### config.mk
export PLATFORM = sky130hd
export DESIGN_NAME = port_mode_resolver
export DESIGN_NICKNAME = d
export VERILOG_FILES = /design/src/rtl/lmr_pkg.sv /design/src/rtl/lmr_ctl_regs.sv /design/src/rtl/lmr_pick.sv /design/src/rtl/lmr_fsm.sv /design/src/rtl/port_mode_resolver.sv
export SDC_FILE = /design/constraint.sdc
export NUM_CORES = 1
export LEC_CHECK = 0
export CORE_MARGIN = 2
export CORE_UTILIZATION = 35
export DETAILED_ROUTE_END_ITERATION = 10
export GPL_TIMING_DRIVEN = 0
export PLACE_DENSITY = 0.81
export SETUP_SLACK_MARGIN = 0.05
export SYNTH_ARGS = -nofsm -noshare
export SYNTH_HDL_FRONTEND = slang
export SYNTH_HIERARCHICAL = 1
export SYNTH_SLANG_ARGS = --single-unit
### constraint.sdc
create_clock -name clk -period 2.9 [get_ports clk]
set_clock_uncertainty 0.2 [all_clocks]
set_input_delay 0.58 -clock clk [delete_from_list [all_inputs] [get_ports clk]]
set_output_delay 0.58 -clock clk [all_outputs]
set_load 0.02 [all_outputs]
### src/rtl/lmr_pkg.sv
package lmr_pkg;
  localparam int CTL_W  = 16;
  localparam int B_AN   = 12;
  localparam int B_SPD  = 13;
  localparam int B_DUP  = 8;
  localparam int B_RST  = 9;
  localparam int ABIL_W = 4;

  typedef enum logic [1:0] {
    ST_DOWN = 2'd0,
    ST_NEGO = 2'd1,
    ST_UP   = 2'd2,
    ST_FAIL = 2'd3
  } lmr_state_e;
endpackage

### src/rtl/lmr_ctl_regs.sv
module lmr_ctl_regs
  import lmr_pkg::*;
#(
  parameter int W = CTL_W
) (
  input  logic         clk,
  input  logic         rst,
  input  logic         wr,
  input  logic [W-1:0] wdata,
  input  logic         link_up,
  input  logic         cur_spd,
  output logic         an_en,
  output logic         spd,
  output logic         dup,
  output logic         reneg,
  output logic [W-1:0] rdata
);
  logic spd_chg;

  // a forced speed that differs from the running one cannot be deferred
  always_comb spd_chg = wr && link_up && !wdata[B_AN] && (wdata[B_SPD] != cur_spd);

  always_ff @(posedge clk) begin
    if (rst) begin
      an_en <= 1'b1;
      spd   <= 1'b1;
      dup   <= 1'b1;
      reneg <= 1'b0;
    end else begin
      reneg <= wr && (wdata[B_RST] || spd_chg);
      if (wr) begin
        an_en <= wdata[B_AN];
        spd   <= wdata[B_SPD];
        dup   <= wdata[B_DUP];
      end
    end
  end

  always_comb begin
    rdata        = '0;
    rdata[B_AN]  = an_en;
    rdata[B_SPD] = spd;
    rdata[B_DUP] = dup;
    rdata[B_RST] = reneg;
  end
endmodule

### src/rtl/lmr_pick.sv
module lmr_pick #(
  parameter int W  = 4,
  parameter int IW = $clog2(W)
) (
  input  logic [W-1:0]  cand,
  output logic          hit,
  output logic [IW-1:0] idx
);
  // later (higher) bits overwrite earlier ones: highest set bit wins
  always_comb begin
    hit = 1'b0;
    idx = '0;
    for (int i = 0; i < W; i++) begin
      if (cand[i]) begin
        hit = 1'b1;
        idx = IW'(i);
      end
    end
  end
endmodule

### src/rtl/lmr_fsm.sv
module lmr_fsm
  import lmr_pkg::*;
#(
  parameter int AW = ABIL_W,
  parameter int IW = $clog2(AW)
) (
  input  logic          clk,
  input  logic          rst,
  input  logic          rx_link_ok,
  input  logic          reneg,
  input  logic          an_en,
  input  logic          spd,
  input  logic          dup,
  input  logic [AW-1:0] local_abil,
  input  logic          lp_valid,
  input  logic [AW-1:0] lp_abil,
  input  logic          pd_valid,
  input  logic          pd_speed100,
  output logic          link_up,
  output logic          res_fail,
  output logic          mode_spd,
  output logic          mode_dup,
  output logic          link_down_req,
  output logic          status_upd,
  output logic [AW-1:0] lp_q
);
  lmr_state_e    st;
  logic [AW-1:0] common;
  logic          hit;
  logic [IW-1:0] idx;
  logic          pd_ok;

  always_comb common = local_abil & lp_abil;

  lmr_pick #(.W(AW), .IW(IW)) u_pick (
    .cand (common),
    .hit  (hit),
    .idx  (idx)
  );

  // index bit 1 carries the speed, bit 0 the duplex
  always_comb pd_ok = local_abil[{pd_speed100, 1'b0}];

  always_ff @(posedge clk) begin
    if (rst) begin
      st            <= ST_DOWN;
      mode_spd      <= 1'b0;
      mode_dup      <= 1'b0;
      link_down_req <= 1'b0;
      status_upd    <= 1'b0;
      lp_q          <= '0;
    end else begin
      link_down_req <= 1'b0;
      status_upd    <= 1'b0;
      if (!rx_link_ok) begin
        st <= ST_DOWN;
      end else if (reneg) begin
        st            <= ST_DOWN;
        link_down_req <= (st == ST_UP);
      end else begin
        case (st)
          ST_DOWN: begin
            if (an_en) begin
              st <= ST_NEGO;
            end else begin
              st         <= ST_UP;
              mode_spd   <= spd;
              mode_dup   <= dup;
              status_upd <= 1'b1;
            end
          end
          ST_NEGO: begin
            if (lp_valid) begin
              lp_q       <= lp_abil;
              status_upd <= 1'b1;
              if (hit) begin
                st       <= ST_UP;
                mode_spd <= idx[1];
                mode_dup <= idx[0];
              end else begin
                st <= ST_FAIL;
              end
            end else if (pd_valid) begin
              lp_q       <= '0;
              status_upd <= 1'b1;
              if (pd_ok) begin
                st       <= ST_UP;
                mode_spd <= pd_speed100;
                mode_dup <= 1'b0;
              end else begin
                st <= ST_FAIL;
              end
            end
          end
          default: ;
        endcase
      end
    end
  end

  always_comb begin
    link_up  = (st == ST_UP);
    res_fail = (st == ST_FAIL);
  end
endmodule

### src/rtl/port_mode_resolver.sv
module port_mode_resolver
  import lmr_pkg::*;
#(
  parameter int CW = CTL_W,
  parameter int AW = ABIL_W
) (
  input  logic          clk,
  input  logic          rst,
  input  logic          ctl_wr,
  input  logic [CW-1:0] ctl_wdata,
  output logic [CW-1:0] ctl_rdata,
  input  logic [AW-1:0] local_abil,
  input  logic          lp_abil_valid,
  input  logic [AW-1:0] lp_abil,
  input  logic          pd_valid,
  input  logic          pd_speed100,
  input  logic          rx_link_ok,
  output logic          link_up,
  output logic          res_fail,
  output logic          mode_speed100,
  output logic          mode_full,
  output logic          link_down_req,
  output logic          status_upd,
  output logic [AW-1:0] lp_abil_q
);
  logic an_en, cfg_spd, cfg_dup, reneg;

  lmr_ctl_regs #(.W(CW)) u_regs (
    .clk     (clk),
    .rst     (rst),
    .wr      (ctl_wr),
    .wdata   (ctl_wdata),
    .link_up (link_up),
    .cur_spd (mode_speed100),
    .an_en   (an_en),
    .spd     (cfg_spd),
    .dup     (cfg_dup),
    .reneg   (reneg),
    .rdata   (ctl_rdata)
  );

  lmr_fsm #(.AW(AW)) u_fsm (
    .clk           (clk),
    .rst           (rst),
    .rx_link_ok    (rx_link_ok),
    .reneg         (reneg),
    .an_en         (an_en),
    .spd           (cfg_spd),
    .dup           (cfg_dup),
    .local_abil    (local_abil),
    .lp_valid      (lp_abil_valid),
    .lp_abil       (lp_abil),
    .pd_valid      (pd_valid),
    .pd_speed100   (pd_speed100),
    .link_up       (link_up),
    .res_fail      (res_fail),
    .mode_spd      (mode_speed100),
    .mode_dup      (mode_full),
    .link_down_req (link_down_req),
    .status_upd    (status_upd),
    .lp_q          (lp_abil_q)
  );
endmodule

## After elaboration in Yosys (flattened, before gate mapping)

Index checks and enable logic that the tools add are counted.

| storage, ports and cells | value |
|---|---|
| flip-flop bits (word level) | 14 |
| bits of input ports | 31 |
| output and inout port bits | 26 |
| logic and storage cells | 69 |

| operators by class | value |
|---|---|
| order comparisons | 1 |
| equal/unequal tests | 8 |
| muxes and demuxes | 33 |
| bitwise operators | 3 |
| reductions and logical operators | 14 |

Operators with widths:

| cell | count |
|---|---|
| 2-to-1 mux 1 bit | 22 |
| 2-to-1 mux 2 bit | 5 |
| 2-to-1 mux 4 bit | 2 |
| AND reduction 7 bit | 1 |
| != test 3 x 2 -> 1 bit (second input constant) | 2 |
| one-hot mux 1 bit (2 select lines) | 3 |
| OR reduction 3 bit | 2 |
| bitwise AND 4 bit | 1 |
| == test 2 bit (second input constant) | 2 |
| logical AND 1 bit | 4 |
| one-hot mux 2 bit (2 select lines) | 1 |
| AND reduction 4 bit | 1 |
| nonzero test 2 bit | 2 |
| < comparator 2 x 3 -> 1 bit (second input constant) | 1 |
| != test 3 bit (second input constant) | 1 |
| == test 2 x 1 -> 1 bit (second input constant) | 1 |
| logical NOT 2 bit | 1 |
| != test 2 bit (second input constant) | 1 |
| NOT 1 bit | 2 |
| AND reduction 2 bit | 1 |
| logical NOT 1 bit | 1 |
| logical OR 1 bit | 1 |
| != test 1 bit | 1 |

## Logic depth before layout (Yosys ltp)

Gate-level depths: netlist (run 1).

| logic depth | value |
|---|---|
| word-level depth | 8 |
| depth in mapped cells | 7 |
| gate-level depth less buffers | 7 |

## Cells and area by module

The synthesis (run 1) kept the hierarchy.

By module, submodules not included:

| module | instances | cells an instance | area an instance (µm²) | sequential area each (µm²) |
|---|---|---|---|---|
| lmr_fsm | 1 | 63 | 526.8 | 200.2 |
| lmr_ctl_regs | 1 | 31 | 281.5 | 80.1 |
| lmr_pick | 1 | 4 | 23.8 | 0.0 |

## Worst setup path before layout (run 1)

Ideal clock, no wire load.

| timing path | value |
|---|---|
| path kind | input to register |
| start point | input local_abil[2] |
| end point | register u_fsm.mode_dup |
| library setup time | 132 ps |
| arrival time | 2065 ps |
| required time | 2568 ps |
| slack | 504 ps |
| stages | 7 |
| path buffers | 0 |
| path through | and2_1 -> or2_1 -> or3_1 -> or4bb_1 -> o311ai_1 -> or3_1 -> a21oi_1 |

| on the way | value |
|---|---|
| elaborated cells between the ends (all ways) | 13 |
| those cells by class | 2 x eq/ne; 9 x mux; 1 x bitwise; 1 x reduce/logical |

RTL lines:

| element | line | RTL |
|---|---|---|
| from (decl) | port_mode_resolver.sv:12 | `input logic [AW-1:0] local_abil,` |
| bitwise AND 4 bit | lmr_fsm.sv:33 | `always_comb common = local_abil & lp_abil;` |
| 2-to-1 mux 1 bit (2 in series) | lmr_pick.sv:14 | `if (cand[i]) begin` |
| via u_fsm.hit | lmr_fsm.sv:29 | `logic hit;` |
| != test 3 x 2 -> 1 bit (no source line) | - |  |
| AND reduction 7 bit (no source line) | - |  |
| to (signal assigned) | lmr_fsm.sv:68 | `mode_dup <= dup;` |
| to (signal assigned) | lmr_fsm.sv:79 | `mode_dup <= idx[0];` |
| to (decl) | lmr_fsm.sv:22 | `output logic mode_dup,` |

The timed path passes the listed nets, and every way through them passes these cells. The select of a mux whose other input is x is not followed.
A chain may end at the register's enable or synchronous reset.

## Worst setup path in the final report (run 1)

| timing path | value |
|---|---|
| start point | input local_abil[2] |
| end point | register u_fsm.mode_dup |

| on the way | value |
|---|---|
| elaborated cells between the ends (all ways) | 13 |
| those cells by class | 2 x eq/ne; 9 x mux; 1 x bitwise; 1 x reduce/logical |

RTL lines:

| element | line | RTL |
|---|---|---|
| bitwise AND 4 bit | lmr_fsm.sv:33 |  |
| via u_fsm.common[2] | lmr_fsm.sv:28 | `logic [AW-1:0] common;` |
| 2-to-1 mux 1 bit (2 in series) | lmr_pick.sv:14 |  |
| via u_fsm.hit | lmr_fsm.sv:29 |  |
| != test 3 x 2 -> 1 bit (no source line) | - |  |
| AND reduction 7 bit (no source line) | - |  |

The timed path passes the listed nets, and every way through them passes these cells. The select of a mux whose other input is x is not followed.

==> impl_metrics.ini, run 1 <==
[clock_tree]
htree_levels = 1
clock_insertion_delay_worst_skew_ps = 270
max-clock-path-buffers = 2
clock_tree.root_cell = sky130_fd_sc_hd__clkbuf_4
cts_tree = built
cts_hold_repair.buffers = 0
cts_resized = 0
cts.sinks = 14
clock_transition_at_the_registers_of_the_reported_paths_ps = 80
postCtsSetupRepairBufs = 0
numCtsBuffers = 3

[placed_design]
place.detailed.hpwl_um = 1570
numPlacedInstances = 169
port-buffer-count = 32
rd_place_congestion = 0.786
place_worst_setup_slack_ps = -75.8

[synth]
yosysTopAreaCellShare = 0.337
synth_seq_area_share = 0.337
avgSynthCellArea_um2 = 8.49
synth.area.top_cells = sky130_fd_sc_hd__dfxtp_1, sky130_fd_sc_hd__buf_4, sky130_fd_sc_hd__a21oi_1, sky130_fd_sc_hd__nor2b_1, sky130_fd_sc_hd__a211o_1
yosys_warnings = 6
postSynth.asyncResetShare = 0
synth-edff-count = 0
post_synth_xor_area_fraction = 0.0105
synth_top_cell_by_area = sky130_fd_sc_hd__dfxtp_1
synth_flop_cell = sky130_fd_sc_hd__dfxtp_1
synth_simple_gate_area_share = 0.295
synth_compound_gate_area_share = 0.165
flops_latches_synth = 14
synth_cell_types = 32
syn_inst = 98
synth_mux_area_frac = 0.0256
total_standard_cell_area_after_synthesis_um2 = 832
dominant_combinational_cell_family_by_area_after_synthesis = simple AND/OR/NAND/NOR gates
post_synth_fa_ha_maj_area_fraction = 0

[floorplan]
dieWidth_um = 52.8
dieHeight_um = 52.8
io_pins = 57
core.rowCount = 17
initial_core_util = 0.373
area_of_the_die_um2 = 2780
core_area_um2 = 2230

[critical_path]
worstPathArrival_ps = 2660
worst-path-max-fanout = 4
critical_path_class = in -> reg
r2r-start = u_fsm/st[0]$_SDFFE_PP0P_
reg2reg_slack_ps = 1170
critical_path_launch_point = local_abil[2]
capture_instance_of_the_worst_register_to_register_path = u_fsm/mode_dup$_SDFFE_PP0P_
reg2regPathDepth = 4
cp-endpoint = u_fsm/mode_dup$_SDFFE_PP0P_
timing.critical_path.required_ps = 2860
critical_path.endpoint_type = register
timing.critical_path.from_type = input pin

[final_layout]
finalNetCount = 177
syn_to_final_growth_pct = 52.0
antenna_diode_count = 0
n_fill_cell = 229
layout.cells.non_filler = 173
layout-drive-gt1-share = 0.166

[drt]
remaining_drc_errors = 0
antenna_left = 0
drt_iter0_markers = 7
dr.pass1.iters = 4
route.final.wire_length_um = 1940
post_drt_via_cell_ratio = 4.58
vias = 792
avgRoutedWirePerCell_um = 11.2

[sta]
rsz0062_at_grt = no
tightest_slew_ps = 506
finalHoldViolations = 0
worst_slew_margin_rel = 0.657
setup-tns-final_ps = 0
finalWorstSetupSlack_ps = 191
slew_viol_final = 0
layout_worst_path_cycle_share = 0.934
min_period_ps = 2710
fmax_ghz = 0.369
setup_viol = 0

[power_and_ir_drop]
power.density_cell_area_nw_per_um2 = 380
report.power.total_mw = 0.481
max_rail_drop_vdd_mv = 0.276
power.leakage_nw = 0.532

[grt]
overflow_left_after_global_routing = 0
grt_first_pass_wirelength_um = 2880
grt_antenna_before_repair = 0
first_global_vias = 689
global_route.usage.total = 0.142
grt_max_degree = 11

[job]
max_cap_violations = 0

[worst_hold_path]
min-delay-path-class = reg -> reg

[run_status]
run_status = finished clean
## Yosys cell counts (all sizes together), types with 2 or more instances
cell and number:
nand2 6, a21oi 9, buf 17, and2 5
or3 3, nand4 4, a211o 4, and4b 2
nor2 3, nor2b 8, nand2b 2, o21ai 5
dfxtp 14
## per-layer routing
metal | wire, um | vias to the layer above | track usage | part of all wire
li1 | - | 413 | - | -
met3 | 185 | 0 | 0.0429 | 0.095
met4 | 0 | 0 | 0.0513 | 0
met2 | 963 | 35 | 0.258 | 0.50
met1 | 790 | 344 | 0.152 | 0.41
met5 | 0 | - | 0 | 0
## worst min path at each step
stage / end / from / slack [ps] / cells past startpoint
after detailed placement: u_fsm/lp_q[3]$_SDFFE_PP0P_ / u_fsm/lp_q[3]$_SDFFE_PP0P_ / 250 / 2
after floorplan: u_fsm/mode_spd$_SDFFE_PP0P_ / u_regs/spd$_SDFFE_PP1P_ / 320 / 2
final: u_fsm/lp_q[2]$_SDFFE_PP0P_ / u_fsm/lp_q[2]$_SDFFE_PP0P_ / 260 / 2
after global routing: u_fsm/lp_q[3]$_SDFFE_PP0P_ / u_fsm/lp_q[3]$_SDFFE_PP0P_ / 280 / 2
after CTS: u_fsm/lp_q[3]$_SDFFE_PP0P_ / u_fsm/lp_q[3]$_SDFFE_PP0P_ / 260 / 2
after global placement: u_fsm/lp_q[0]$_SDFFE_PP0P_ / u_fsm/lp_q[0]$_SDFFE_PP0P_ / 240 / 2
## kinds of logic after synthesis
family / count (synthesis)
XOR/XNOR: 1
multiplexers: 2
other: 1
buffers and inverters: 19
AO/OA/AOI/OAI: 22
flip-flops: 14
AND/OR/NAND/NOR: 39
## where the power goes
part | total, mW | internal (mW) | leakage (nW) | switching [mW]
Sequential | 0.209 | 0.201 | 0.114 | 0.00829
Clock | 0.136 | 0.0763 | 0.0210 | 0.0602
Combinational | 0.135 | 0.0729 | 0.397 | 0.0623
## sequential cells by signal, indices dropped and copies added (netlist names)
signal,flops
u_fsm/status_upd,1
u_fsm/mode_dup,1
u_regs/spd,1
u_regs/an_en,1
u_fsm/st,2
u_fsm/lp_q,4
u_fsm/link_down_req,1
u_regs/reneg,1
u_fsm/mode_spd,1
u_regs/dup,1
## layout make-up
type	instances	area, um2	share of cell area
inverters	1	3.75	0.00297
repair buffers	32	320	0.253
clock buffers	4	36.3	0.0287
multi-input cells	76	458	0.362
well taps	28	35.0	0.0277
plain buffers	18	131	0.104
flip-flops and latches	14	280	0.222
## critical path, stage by stage
cell and delay [ps]:
sky130_fd_sc_hd__clkdlybuf4s50_1 430, sky130_fd_sc_hd__and2_1 180, sky130_fd_sc_hd__or2_1 230, sky130_fd_sc_hd__or3_1 330, sky130_fd_sc_hd__or4bb_1 490, sky130_fd_sc_hd__o311ai_1 180, sky130_fd_sc_hd__or3_1 190, sky130_fd_sc_hd__a21oi_1 60
## per-stage QoR
stage	hold WS (ps)	utilization	area [um2]
final	256	0.566	1260
after global routing	277	0.566	1260
after CTS	258	0.566	1260
after detailed placement	246	0.550	1230
after global placement	244	0.550	1230
after floorplan	317	-	873
## layout by cell type (no fill, tap or decap), drive strengths merged, types with 4 or more instances in the layout
cell type      count
conb              12
o21ai              5
and2               5
nand4              4
nor2b              8
buf               17
clkdlybuf4s50     32
a211o              4
a21oi              9
dfxtp             14
clkbuf             5
nand2              6
Note: power is estimated with default switching activity, not from simulation.
==> run 2: changes to the inputs <==
Settings changed: CELL_PAD_IN_SITES_DETAIL_PLACEMENT set to 1, CELL_PAD_IN_SITES_GLOBAL_PLACEMENT set to 2, CORE_UTILIZATION 35 to 18, PLACE_DENSITY 0.81 to 0.8, RECOVER_POWER set to 100.
==> run 2 against run 1 <==
  * Final area is 4.0% higher
  * Sequential share of layout area fell by 0.84 points
  * Non-clock buffer count did not move
  * Sequential power barely moved
  * Fmax decreased by 0.78%
  * Cell count up 14%
  * Power grew 12%
  * Largest cell class unchanged
  * Largest power group unchanged
  * Highest routed layer is now met4
==> impl_metrics.ini, run 2 (synthesis results as in run 1) <==
[run_status]
run_status = finished clean

[sta]
layout_worst_path_cycle_share = 0.941
fmax_ghz = 0.366
min_period_ps = 2730
finalHoldViolations = 0
setup_viol = 0
hold_ws_ps = 252
slew_viol_final = 0
rsz0062_at_grt = no
finalWorstSetupSlack_ps = 170

[critical_path]
timing.critical_path.from_type = input pin
reg2regPathDepth = 4
reg2reg_slack_ps = 1180
critical_path_class = in -> reg
crit_path_cell_trace = clkdlybuf4s50_1 -> and2_0 -> or2_0 -> or3_1 -> or4bb_1 -> o311ai_2 -> or3_1 -> a21oi_1
timing.critical_path.required_ps = 2820
crit_buf_inv = 1
cpMostUsedCell = sky130_fd_sc_hd__or3_1
capture_instance_of_the_worst_register_to_register_path = u_fsm/mode_dup$_SDFFE_PP0P_
worst-path-max-fanout = 4
critPathTopFamily = simple AND/OR/NAND/NOR gates
max_stage_delay_ps = 520
worstPathArrival_ps = 2650
cp_slowest_cell = sky130_fd_sc_hd__or4bb_1
r2r-start = u_fsm/st[0]$_SDFFE_PP0P_
critical_path.endpoint_type = register

[clock_tree]
clock_transition_at_the_registers_of_the_reported_paths_ps = 60
max-clock-path-buffers = 2
cts.sinks = 14
clock_tree.root_cell = sky130_fd_sc_hd__clkbuf_8
numCtsBuffers = 3
cts_tree = built
cts_hold_repair.buffers = 0
htree_levels = 1
clock_insertion_delay_worst_skew_ps = 250

[drt]
avgRoutedWirePerCell_um = 12.5
vias = 833
drt_iter0_markers = 13
wirelength_met1_um = 953
dr.pass1.iters = 3
antenna_left = 0
remaining_drc_errors = 0
route.top_layer_used = met4
routed-wl-met2_um = 1230
wl_met3_um = 254
post_drt_via_cell_ratio = 4.23
route.final.wire_length_um = 2470

[worst_hold_path]
worst_hold_path.num_cells = 2
hp-start = u_fsm/lp_q[2]$_SDFFE_PP0P_
min-delay-path-class = reg -> reg
hold_path_end = u_fsm/lp_q[2]$_SDFFE_PP0P_

[floorplan]
core.rowCount = 24
io_pins = 57
dieHeight_um = 72.0
area_of_the_die_um2 = 5180
core_area_um2 = 4410
initial_core_util = 0.188
dieWidth_um = 72.0

[final_layout]
antenna_diode_count = 0
finalNetCount = 177
layout.cells.most_common_list = sky130_fd_sc_hd__dlygate4sd3_1, sky130_fd_sc_hd__buf_4, sky130_fd_sc_hd__clkdlybuf4s50_1, sky130_fd_sc_hd__dfxtp_1, sky130_fd_sc_hd__conb_1
n_fill_cell = 527
final_common_cell = sky130_fd_sc_hd__dlygate4sd3_1
multi_input_gate_area_um2 = 463
regArea_um2 = 280
largest_register_ffs = 4
syn_to_final_growth_pct = 58.0
largestRegisters = u_fsm/lp_q x4, u_fsm/st x2
layout-drive-gt1-share = 0.159
largest-register = u_fsm/lp_q

[power_and_ir_drop]
power.density_cell_area_nw_per_um2 = 409
max_rail_drop_vdd_mv = 0.168
power.leakage_nw = 0.568

[placed_design]
rd_place_congestion = 0.770
place_worst_setup_slack_ps = -102
place.detailed.hpwl_um = 2030
port-buffer-count = 32

[grt]
grt_max_degree = 11
global_route.usage.total = 0.105
first_global_vias = 894
grt_first_pass_wirelength_um = 4170
overflow_left_after_global_routing = 0
grt_antenna_before_repair = 0

[job]
max_cap_violations = 0
==> run 2: worst max path at each step <==
stage | from | endpoint | slack (ps) | depth (start not counted)
after floorplan | local_abil[2] | u_fsm/mode_dup$_SDFFE_PP0P_ | 500 | 7
after global placement | lp_abil[2] | u_fsm/mode_dup$_SDFFE_PP0P_ | -50 | 8
after detailed placement | local_abil[2] | u_fsm/mode_dup$_SDFFE_PP0P_ | -100 | 8
after CTS | local_abil[2] | u_fsm/mode_dup$_SDFFE_PP0P_ | 150 | 8
after global routing | local_abil[2] | u_fsm/mode_dup$_SDFFE_PP0P_ | 50 | 8
final | local_abil[2] | u_fsm/mode_dup$_SDFFE_PP0P_ | 170 | 8
==> run 2: timing repair <==
item | in CTS | in global routing
endpoints found under the hold margin | 0 | 0
setup buffers | 0 | 0
gates resized for setup | 0 | 2
endpoints found under the setup margin | 0 | 2
==> run 2: power by group <==
group / internal, mW / switching (mW)
Sequential: 0.201 / 0.00969
Combinational: 0.0689 / 0.0653
Clock: 0.120 / 0.0727
Total: 0.391 / 0.148
==> run 2: cell type report <==
type | count | share of cell area
inverter | 1 | 0.00285
buffer | 18 | 0.0971
timing repair buffer | 32 | 0.244
tap | 52 | 0.0495
clock buffer | 4 | 0.0419
multi-input combinational | 76 | 0.352
sequential | 14 | 0.213
==> run 2: worst register-to-register path, delay by kind of cell (launching register included) <==
| kind | cells | cell delay, ps |
|---|---|---|
| AOI/OAI and AO/OA | 2 | 490 |
| DFF | 1 | 490 |
| and+or+nand+nor | 2 | 490 |
==> run 2: per-stage QoR <==
stage                     area, um2   util  instances  TNS [ps]  total power [mW]
final                          1320  0.298        197         0             0.538
after global routing           1320  0.298        197         0             0.573
after CTS                      1310  0.298        197         0             0.551
after detailed placement       1260  0.285        193      -173             0.352
after global placement         1260  0.285        193     -46.7             0.348
after floorplan                 873      -        109         0             0.294
==> run 2: routing by layer <==
metal,GRT usage,up-vias
li1,-,410
met1,0.116,385
met2,0.180,33
met3,0.0444,5
met4,0.0377,0
met5,0,-
